<file path="config.mk">
export PLATFORM = sky130hd
export DESIGN_NAME = ext_trig_stamp
export DESIGN_NICKNAME = d
export VERILOG_FILES = /design/src/rtl/ets_pkg.sv /design/src/rtl/ets_sync_edge.sv /design/src/rtl/ets_fifo.sv /design/src/rtl/ets_chan.sv /design/src/rtl/ext_trig_stamp.sv
export SDC_FILE = /design/constraint.sdc
export NUM_CORES = 2
export LEC_CHECK = 0
export CAP_MARGIN = 20
export CORE_MARGIN = 5
export CORE_UTILIZATION = 41
export DETAILED_ROUTE_END_ITERATION = 12
export DONT_BUFFER_PORTS = 1
export PLACE_DENSITY_LB_ADDON = 0.25
export SLEW_MARGIN = 0
export SYNTH_ARGS = -nofsm -noshare
export SYNTH_HDL_FRONTEND = slang
export SYNTH_SLANG_ARGS = --single-unit
export TNS_END_PERCENT = 5
</file>
<file path="constraint.sdc">
create_clock -name clk -period 17.76 [get_ports clk]
set_clock_uncertainty 0.2 [all_clocks]
set_input_delay 1.776 -clock clk [delete_from_list [all_inputs] [get_ports clk]]
set_output_delay 1.776 -clock clk [all_outputs]
set_load 0.005 [all_outputs]
</file>
<file path="src/rtl/ets_pkg.sv">
package ets_pkg;
    typedef enum logic [0:0] {
        RD_IDLE = 1'b0,
        RD_HELD = 1'b1
    } rd_state_e;

    localparam int ADDR_W     = 4;
    localparam int DATA_W     = 32;
    localparam logic [ADDR_W-1:0] A_CTRL = 4'd0;
    localparam logic [ADDR_W-1:0] A_THR  = 4'd1;
    localparam logic [ADDR_W-1:0] A_STAT = 4'd2;
    localparam logic [ADDR_W-1:0] A_EVT  = 4'd3;
    localparam int A_TS_BASE  = 4;
    localparam int BIT_FALL   = 8;
    localparam int BIT_THR    = 20;
    localparam int BIT_CAP    = 24;
    localparam int BIT_OVF    = 28;
    localparam int BIT_VALID  = 24;
endpackage

</file>
<file path="src/rtl/ets_sync_edge.sv">
module ets_sync_edge (
    input  logic clk,
    input  logic rst_n,
    input  logic din,
    input  logic fall_sel,
    output logic hit
);
    // [0],[1]: synchroniser; [2]: previous synchronised sample
    logic [2:0] sh_q;

    always_ff @(posedge clk or negedge rst_n) begin
        if (!rst_n) sh_q <= '0;
        else        sh_q <= {sh_q[1:0], din};
    end

    assign hit = fall_sel ? (sh_q[2] & ~sh_q[1]) : (sh_q[1] & ~sh_q[2]);
endmodule

</file>
<file path="src/rtl/ets_fifo.sv">
module ets_fifo #(
    parameter int DEPTH = 16,
    parameter int W     = 64,
    localparam int PTR_W = (DEPTH > 1) ? $clog2(DEPTH) : 1,
    localparam int LVL_W = $clog2(DEPTH + 1)
) (
    input  logic             clk,
    input  logic             rst_n,
    input  logic             push,
    input  logic             pop,
    input  logic [W-1:0]     din,
    output logic [W-1:0]     head,
    output logic [LVL_W-1:0] level,
    output logic             full,
    output logic             empty
);
    logic [W-1:0]     mem [DEPTH];
    logic [PTR_W-1:0] wptr_q, rptr_q;
    logic [LVL_W-1:0] lvl_q;

    function automatic logic [PTR_W-1:0] bump(input logic [PTR_W-1:0] p);
        return (p == PTR_W'(DEPTH - 1)) ? '0 : p + PTR_W'(1);
    endfunction

    always_ff @(posedge clk) begin
        if (push) mem[wptr_q] <= din;
    end

    always_ff @(posedge clk or negedge rst_n) begin
        if (!rst_n) begin
            wptr_q <= '0;
            rptr_q <= '0;
            lvl_q  <= '0;
        end else begin
            if (push) wptr_q <= bump(wptr_q);
            if (pop)  rptr_q <= bump(rptr_q);
            case ({push, pop})
                2'b10:   lvl_q <= lvl_q + LVL_W'(1);
                2'b01:   lvl_q <= lvl_q - LVL_W'(1);
                default: lvl_q <= lvl_q;
            endcase
        end
    end

    assign head  = mem[rptr_q];
    assign level = lvl_q;
    assign full  = (lvl_q == LVL_W'(DEPTH));
    assign empty = (lvl_q == '0);
endmodule

</file>
<file path="src/rtl/ets_chan.sv">
module ets_chan
    import ets_pkg::*;
#(
    parameter int DEPTH = 16,
    parameter int TW    = 64,
    localparam int LVL_W = $clog2(DEPTH + 1)
) (
    input  logic              clk,
    input  logic              rst_n,
    input  logic              trig,
    input  logic              fall_sel,
    input  logic [TW-1:0]     time_now,
    input  logic [LVL_W-1:0]  thr,
    input  logic              rd_lo,
    input  logic              rd_hi,
    output logic              cap_ev,
    output logic              thr_ev,
    output logic              ovf_ev,
    output logic              valid,
    output logic [DATA_W-1:0] lo_word,
    output logic [DATA_W-1:0] hi_word
);
    logic              hit, got, room, push, pop, latch;
    logic              full, empty;
    logic [TW-1:0]     head, hold_q;
    logic [LVL_W-1:0]  level;
    logic [LVL_W:0]    next_lvl;
    rd_state_e         st_q, st_nx;

    ets_sync_edge u_edge (
        .clk(clk), .rst_n(rst_n), .din(trig), .fall_sel(fall_sel), .hit(hit)
    );

    ets_fifo #(.DEPTH(DEPTH), .W(TW)) u_fifo (
        .clk(clk), .rst_n(rst_n), .push(push), .pop(pop), .din(time_now),
        .head(head), .level(level), .full(full), .empty(empty)
    );

    // state register
    always_ff @(posedge clk or negedge rst_n) begin
        if (!rst_n) st_q <= RD_IDLE;
        else        st_q <= st_nx;
    end

    // transitions and read-side actions
    always_comb begin
        st_nx = st_q;
        pop   = 1'b0;
        latch = 1'b0;
        unique case (st_q)
            RD_IDLE: begin
                if (rd_lo && !empty) begin
                    latch = 1'b1;
                    st_nx = RD_HELD;
                end
            end
            RD_HELD: begin
                if (rd_hi) begin
                    pop   = 1'b1;
                    st_nx = RD_IDLE;
                end else if (rd_lo) begin
                    latch = 1'b1;
                end
            end
            default: st_nx = RD_IDLE;
        endcase
    end

    always_ff @(posedge clk or negedge rst_n) begin
        if (!rst_n)     hold_q <= '0;
        else if (latch) hold_q <= head;
    end

    // outputs
    always_comb begin
        got      = hit && (time_now != '0);
        room     = !full || pop;
        push     = got && room;
        next_lvl = {1'b0, level} + (LVL_W+1)'(1) - (LVL_W+1)'(pop);
        cap_ev   = push;
        thr_ev   = push && (next_lvl == {1'b0, thr});
        ovf_ev   = got && !room;
        valid    = !empty;
        lo_word  = empty ? '0 : head[DATA_W-1:0];
        hi_word  = (st_q == RD_HELD) ? hold_q[TW-1:TW-DATA_W] : '0;
    end
endmodule

</file>
<file path="src/rtl/ext_trig_stamp.sv">
module ext_trig_stamp
    import ets_pkg::*;
#(
    parameter int NCH     = 2,
    parameter int DEPTH   = 16,
    parameter int TW      = 64,
    parameter int THR_DEF = 7,
    localparam int LVL_W  = $clog2(DEPTH + 1)
) (
    input  logic              clk,
    input  logic              rst_n,
    input  logic [TW-1:0]     time_now,
    input  logic [NCH-1:0]    trig_in,
    input  logic              wr_en,
    input  logic [ADDR_W-1:0] wr_addr,
    input  logic [DATA_W-1:0] wr_data,
    input  logic              rd_en,
    input  logic [ADDR_W-1:0] rd_addr,
    output logic [DATA_W-1:0] rd_data,
    output logic [NCH-1:0]    ts_valid,
    output logic [DATA_W-1:0] evt_o
);
    logic [NCH-1:0]    fall_q;
    logic [LVL_W-1:0]  thr_q;
    logic [DATA_W-1:0] evt_q, evt_set, evt_clr;
    logic [NCH-1:0]    cap_ev, thr_ev, ovf_ev, rd_lo, rd_hi;
    logic [DATA_W-1:0] lo_w [NCH];
    logic [DATA_W-1:0] hi_w [NCH];

    for (genvar i = 0; i < NCH; i++) begin : g_ch
        assign rd_lo[i] = rd_en && (rd_addr == ADDR_W'(A_TS_BASE + 2*i));
        assign rd_hi[i] = rd_en && (rd_addr == ADDR_W'(A_TS_BASE + 2*i + 1));

        ets_chan #(.DEPTH(DEPTH), .TW(TW)) u_chan (
            .clk(clk), .rst_n(rst_n), .trig(trig_in[i]), .fall_sel(fall_q[i]),
            .time_now(time_now), .thr(thr_q), .rd_lo(rd_lo[i]), .rd_hi(rd_hi[i]),
            .cap_ev(cap_ev[i]), .thr_ev(thr_ev[i]), .ovf_ev(ovf_ev[i]),
            .valid(ts_valid[i]), .lo_word(lo_w[i]), .hi_word(hi_w[i])
        );
    end

    always_comb begin
        evt_set = '0;
        for (int i = 0; i < NCH; i++) begin
            evt_set[BIT_CAP + i] = cap_ev[i];
            evt_set[BIT_THR + i] = thr_ev[i];
            evt_set[BIT_OVF + i] = ovf_ev[i];
        end
        evt_clr = (wr_en && wr_addr == A_EVT) ? wr_data : '0;
    end

    always_ff @(posedge clk or negedge rst_n) begin
        if (!rst_n) begin
            fall_q <= '0;
            thr_q  <= LVL_W'(THR_DEF);
            evt_q  <= '0;
        end else begin
            if (wr_en && wr_addr == A_CTRL) fall_q <= wr_data[BIT_FALL +: NCH];
            if (wr_en && wr_addr == A_THR)  thr_q  <= wr_data[LVL_W-1:0];
            evt_q <= (evt_q & ~evt_clr) | evt_set;
        end
    end

    always_comb begin
        rd_data = '0;
        if (rd_en) begin
            case (rd_addr)
                A_CTRL:  rd_data[BIT_FALL +: NCH] = fall_q;
                A_THR:   rd_data[LVL_W-1:0] = thr_q;
                A_STAT:  rd_data[BIT_VALID +: NCH] = ts_valid;
                A_EVT:   rd_data = evt_q;
                default: begin
                    for (int i = 0; i < NCH; i++) begin
                        if (rd_lo[i]) rd_data = lo_w[i];
                        if (rd_hi[i]) rd_data = hi_w[i];
                    end
                end
            endcase
        end
    end

    assign evt_o = evt_q;
endmodule

</file>
==> qor.yml <==
status: "finished clean"
ys_types: 68
cts_buffers: 219
ys_seq_area_share_pct: 76.87
yosys.area.top_type: "edfxtp_1"
area_delta_synth_final_pct: 12.28
rows: 166
fin_nets: 4116
power.total_w: 0.01300
fin_crit_ns: 6.553
setup_tns_ns: 0
tightestPinTransition_ns: 1.490
async_reset_ff_share_pct: 6.270
ctsResizeCount: 0
grt_pass1_wl_um: 330200
cts.sinks: 2185
pwr-share-seq_pct: 48.0
finalHoldViolCount: 0
crit_slowest_cell: "dfrtp_4"
clkPwrFrac_pct: 35.2
synth.avg_cell_area_sq_um: 21.78
antenna_found_initial: 21
synth-edff-count: 2048
netlist.area_leader.share_pct: 72.81
worst_path_most_repeated_cell: "buf_4"
max_cap_viol_count: 0
rsz0062_at_grt: "false"
drive_gt1_share_pct: 23.81
critPathMaxStageDelay_ns: 0.84
cellLeakagePower_nw: 29.29
powerDensity_mw_per_mm2: 137.0
crit_chain: "buf_4 -> buf_4 -> mux4_2 -> mux2i_1 -> o22ai_1 -> o31a_1"
synth-seq-cells: 2185
grt_pass1_vias: 41060
grt_overflow: 0
crit_required_ns: 15.78
synthCells: 3878
hpwl_um: 138500
cp_max_fo: 27
clockRootBuffer: "clkbuf_16"
drt_iter0_markers: 5364
synth_flop_cell: "edfxtp_1"
grtUsageMet1_pct: 29.80
synth_common_cells: "edfxtp_1 (2,048), mux4_2 (496), mux2i_1 (210)"
wl_per_cell_um: 34.53
p_switching_w: 0.003393
start_util_pct: 41.24
viasPerCell: 5.991
grt_max_degree: 138
cts_tree: "built"
yosys_warnings: 0
dieArea_sq_mm: 0.2152
slew_headroom_pct: 0.6833
comb_power_share_pct: 16.8
clk_transition_reported_paths_ns: 0.06
ios: 176
first_pass_iters: 9
track_usage_pct: 21.78
worstSetupStartpointType: "register"
hp-class: "register to register"
grt_use_met2_pct: 34.35
grt.busiest_layer: "met2"
synth.most_common_cell: "edfxtp_1"
wl_um: 237000
ant_nets: 0
max_freq_mhz: 152.6
p_int_w: 0.009603
setup_viol: 0
h-tree-depth: 4
cts_hold_buf: 0
portBuffers: 0
endpoint_kind: "output pin"
synth_area_sq_mm: 0.08446
post_cts_buffers: 0
arrival_ns: 4.58
syn_nets: 4022
drv_slew: 0
coreArea_sq_mm: 0.2048
vdd_drop_max_uv: 100.4
use_met3_pct: 5.379
path_class: "register to output pin"
cts_buffer_depth: 3
place_congestion: 0.8762
fp.dieH_um: 463.9
p_sw_share_pct: 26.11
period_share_pct: 36.90
dieWidth_um: 463.9
clk_latency_ns: 0.85
vias: 41120
yosys-top-cells-area: "edfxtp_1 (73%), mux4_2 (13%), dfrtp_1 (4.0%)"
drc: 0
per-layer routing:
layer	vias to the layer above	share of wire, %	wire (um)
met3	333	8.3	19610
met1	22390	41	96000
met2	1806	48	112900
met5	-	0	0
li1	16590	-	-
met4	0	3.6	8487
final cells by class:
cell class	instances	area (sq um)
fillers	16930	110000
flip-flops and latches	2185	64960
multi-input cells	1461	18630
clock buffers	294	5989
well taps	2688	3363
clock inverters	117	1115
repair buffers	85	673.1
inverters	20	75.07
diodes	13	32.53
path summary, 6_finish.rpt:
path / start / endpoint / slack, ns / cells after the start
min in group asynchronous: rst_n / evt_o[10] / 0.43 / 0
worst min-delay path: g_ch[1].u_chan.u_edge.sh_q[0] / g_ch[1].u_chan.u_edge.sh_q[1] / 0.15 / 0
worst max-delay path: g_ch[0].u_chan.u_fifo.rptr_q[1] / rd_data[30] / 11.21 / 6
worst max register to register: g_ch[0].u_chan.u_fifo.rptr_q[0] / g_ch[0].u_chan.hold_q[45] / 12.80 / 6
worst min register to register: g_ch[1].u_chan.u_edge.sh_q[0] / g_ch[1].u_chan.u_edge.sh_q[1] / 0.15 / 0
max in group asynchronous: rst_n / g_ch[1].u_chan.u_fifo.rptr_q[0] / 16.42 / 0
flip-flops by register name (all words and copies together), names as in the netlist:
register                   cells
g_ch.u_chan.u_fifo.mem      2048
evt_o                         32
thr_q                          5
g_ch.u_chan.u_edge.sh_q        6
g_ch.u_chan.u_fifo.rptr_q      8
g_ch.u_chan.hold_q            64
g_ch.u_chan.u_fifo.level      10
g_ch.u_chan.u_fifo.wptr_q      8
fall_q                         2
g_ch.u_chan.st_q               2
power by group through the flow:
stage	clock network [W]	registers [W]	logic [W]
final	0.00458	0.00624	0.00218
after global routing	0.00488	0.00625	0.00233
after CTS	0.00464	0.00624	0.00222
after detailed placement	0	0.00634	0.00222
after global placement	0	0.00634	0.00221
after floorplan	0	0.00616	0.00168
cell families (layout without fill, tap and decap cells):
group                    Yosys count  in the layout  synth area share, %
other                              0             13                    0
buffers and inverters            232            516                1.317
multiplexers                     750            750                16.30
flip-flops                      2185           2185                76.87
AND/OR/NAND/NOR                  270            270                1.542
XOR/XNOR                          25             25               0.2592
AO/OA/AOI/OAI                    382            382                3.185
adder cells (fa/ha/maj)           34             34               0.5214
per-stage QoR:
step	area [sq um]	setup slack, ns	std cells	hold WS [ns]	utilization (%)
after floorplan	84460	9.816	3878	0.1312	-
after global placement	87670	11.46	6434	0.1331	42.81
after detailed placement	87680	11.52	6436	0.1364	42.81
after CTS	94780	11.04	6847	0.1493	46.28
after global routing	94820	11.03	6858	0.1587	46.30
final	94840	11.21	6863	0.1461	46.31
worst max-delay path, delay by kind of cell, from the launching register on:
kind,cells,cell delay (ns)
muxes,2,1.05
DFF,1,0.84
AOI/OAI and AO/OA,2,0.64
buffers and inverters,2,1.10
placed cells by master, fill, tap and decap left out, drive strengths merged, types with 13 or more instances in the layout:
cell type     n
a21boi       26
a21oi        20
a222oi       23
a22oi        16
and3         28
buf          82
bufinv       17
clkbuf      297
clkinv       90
dfrtp       134
diode        13
edfxtp     2048
ha           32
inv          26
mux2         44
mux2i       210
mux4        496
nand2       111
nor2         50
nor3         14
nor4         19
o21ai       124
o221ai       64
o22ai        31
o31a         25
xnor2        22
Note: power is estimated with default switching activity, not from simulation.
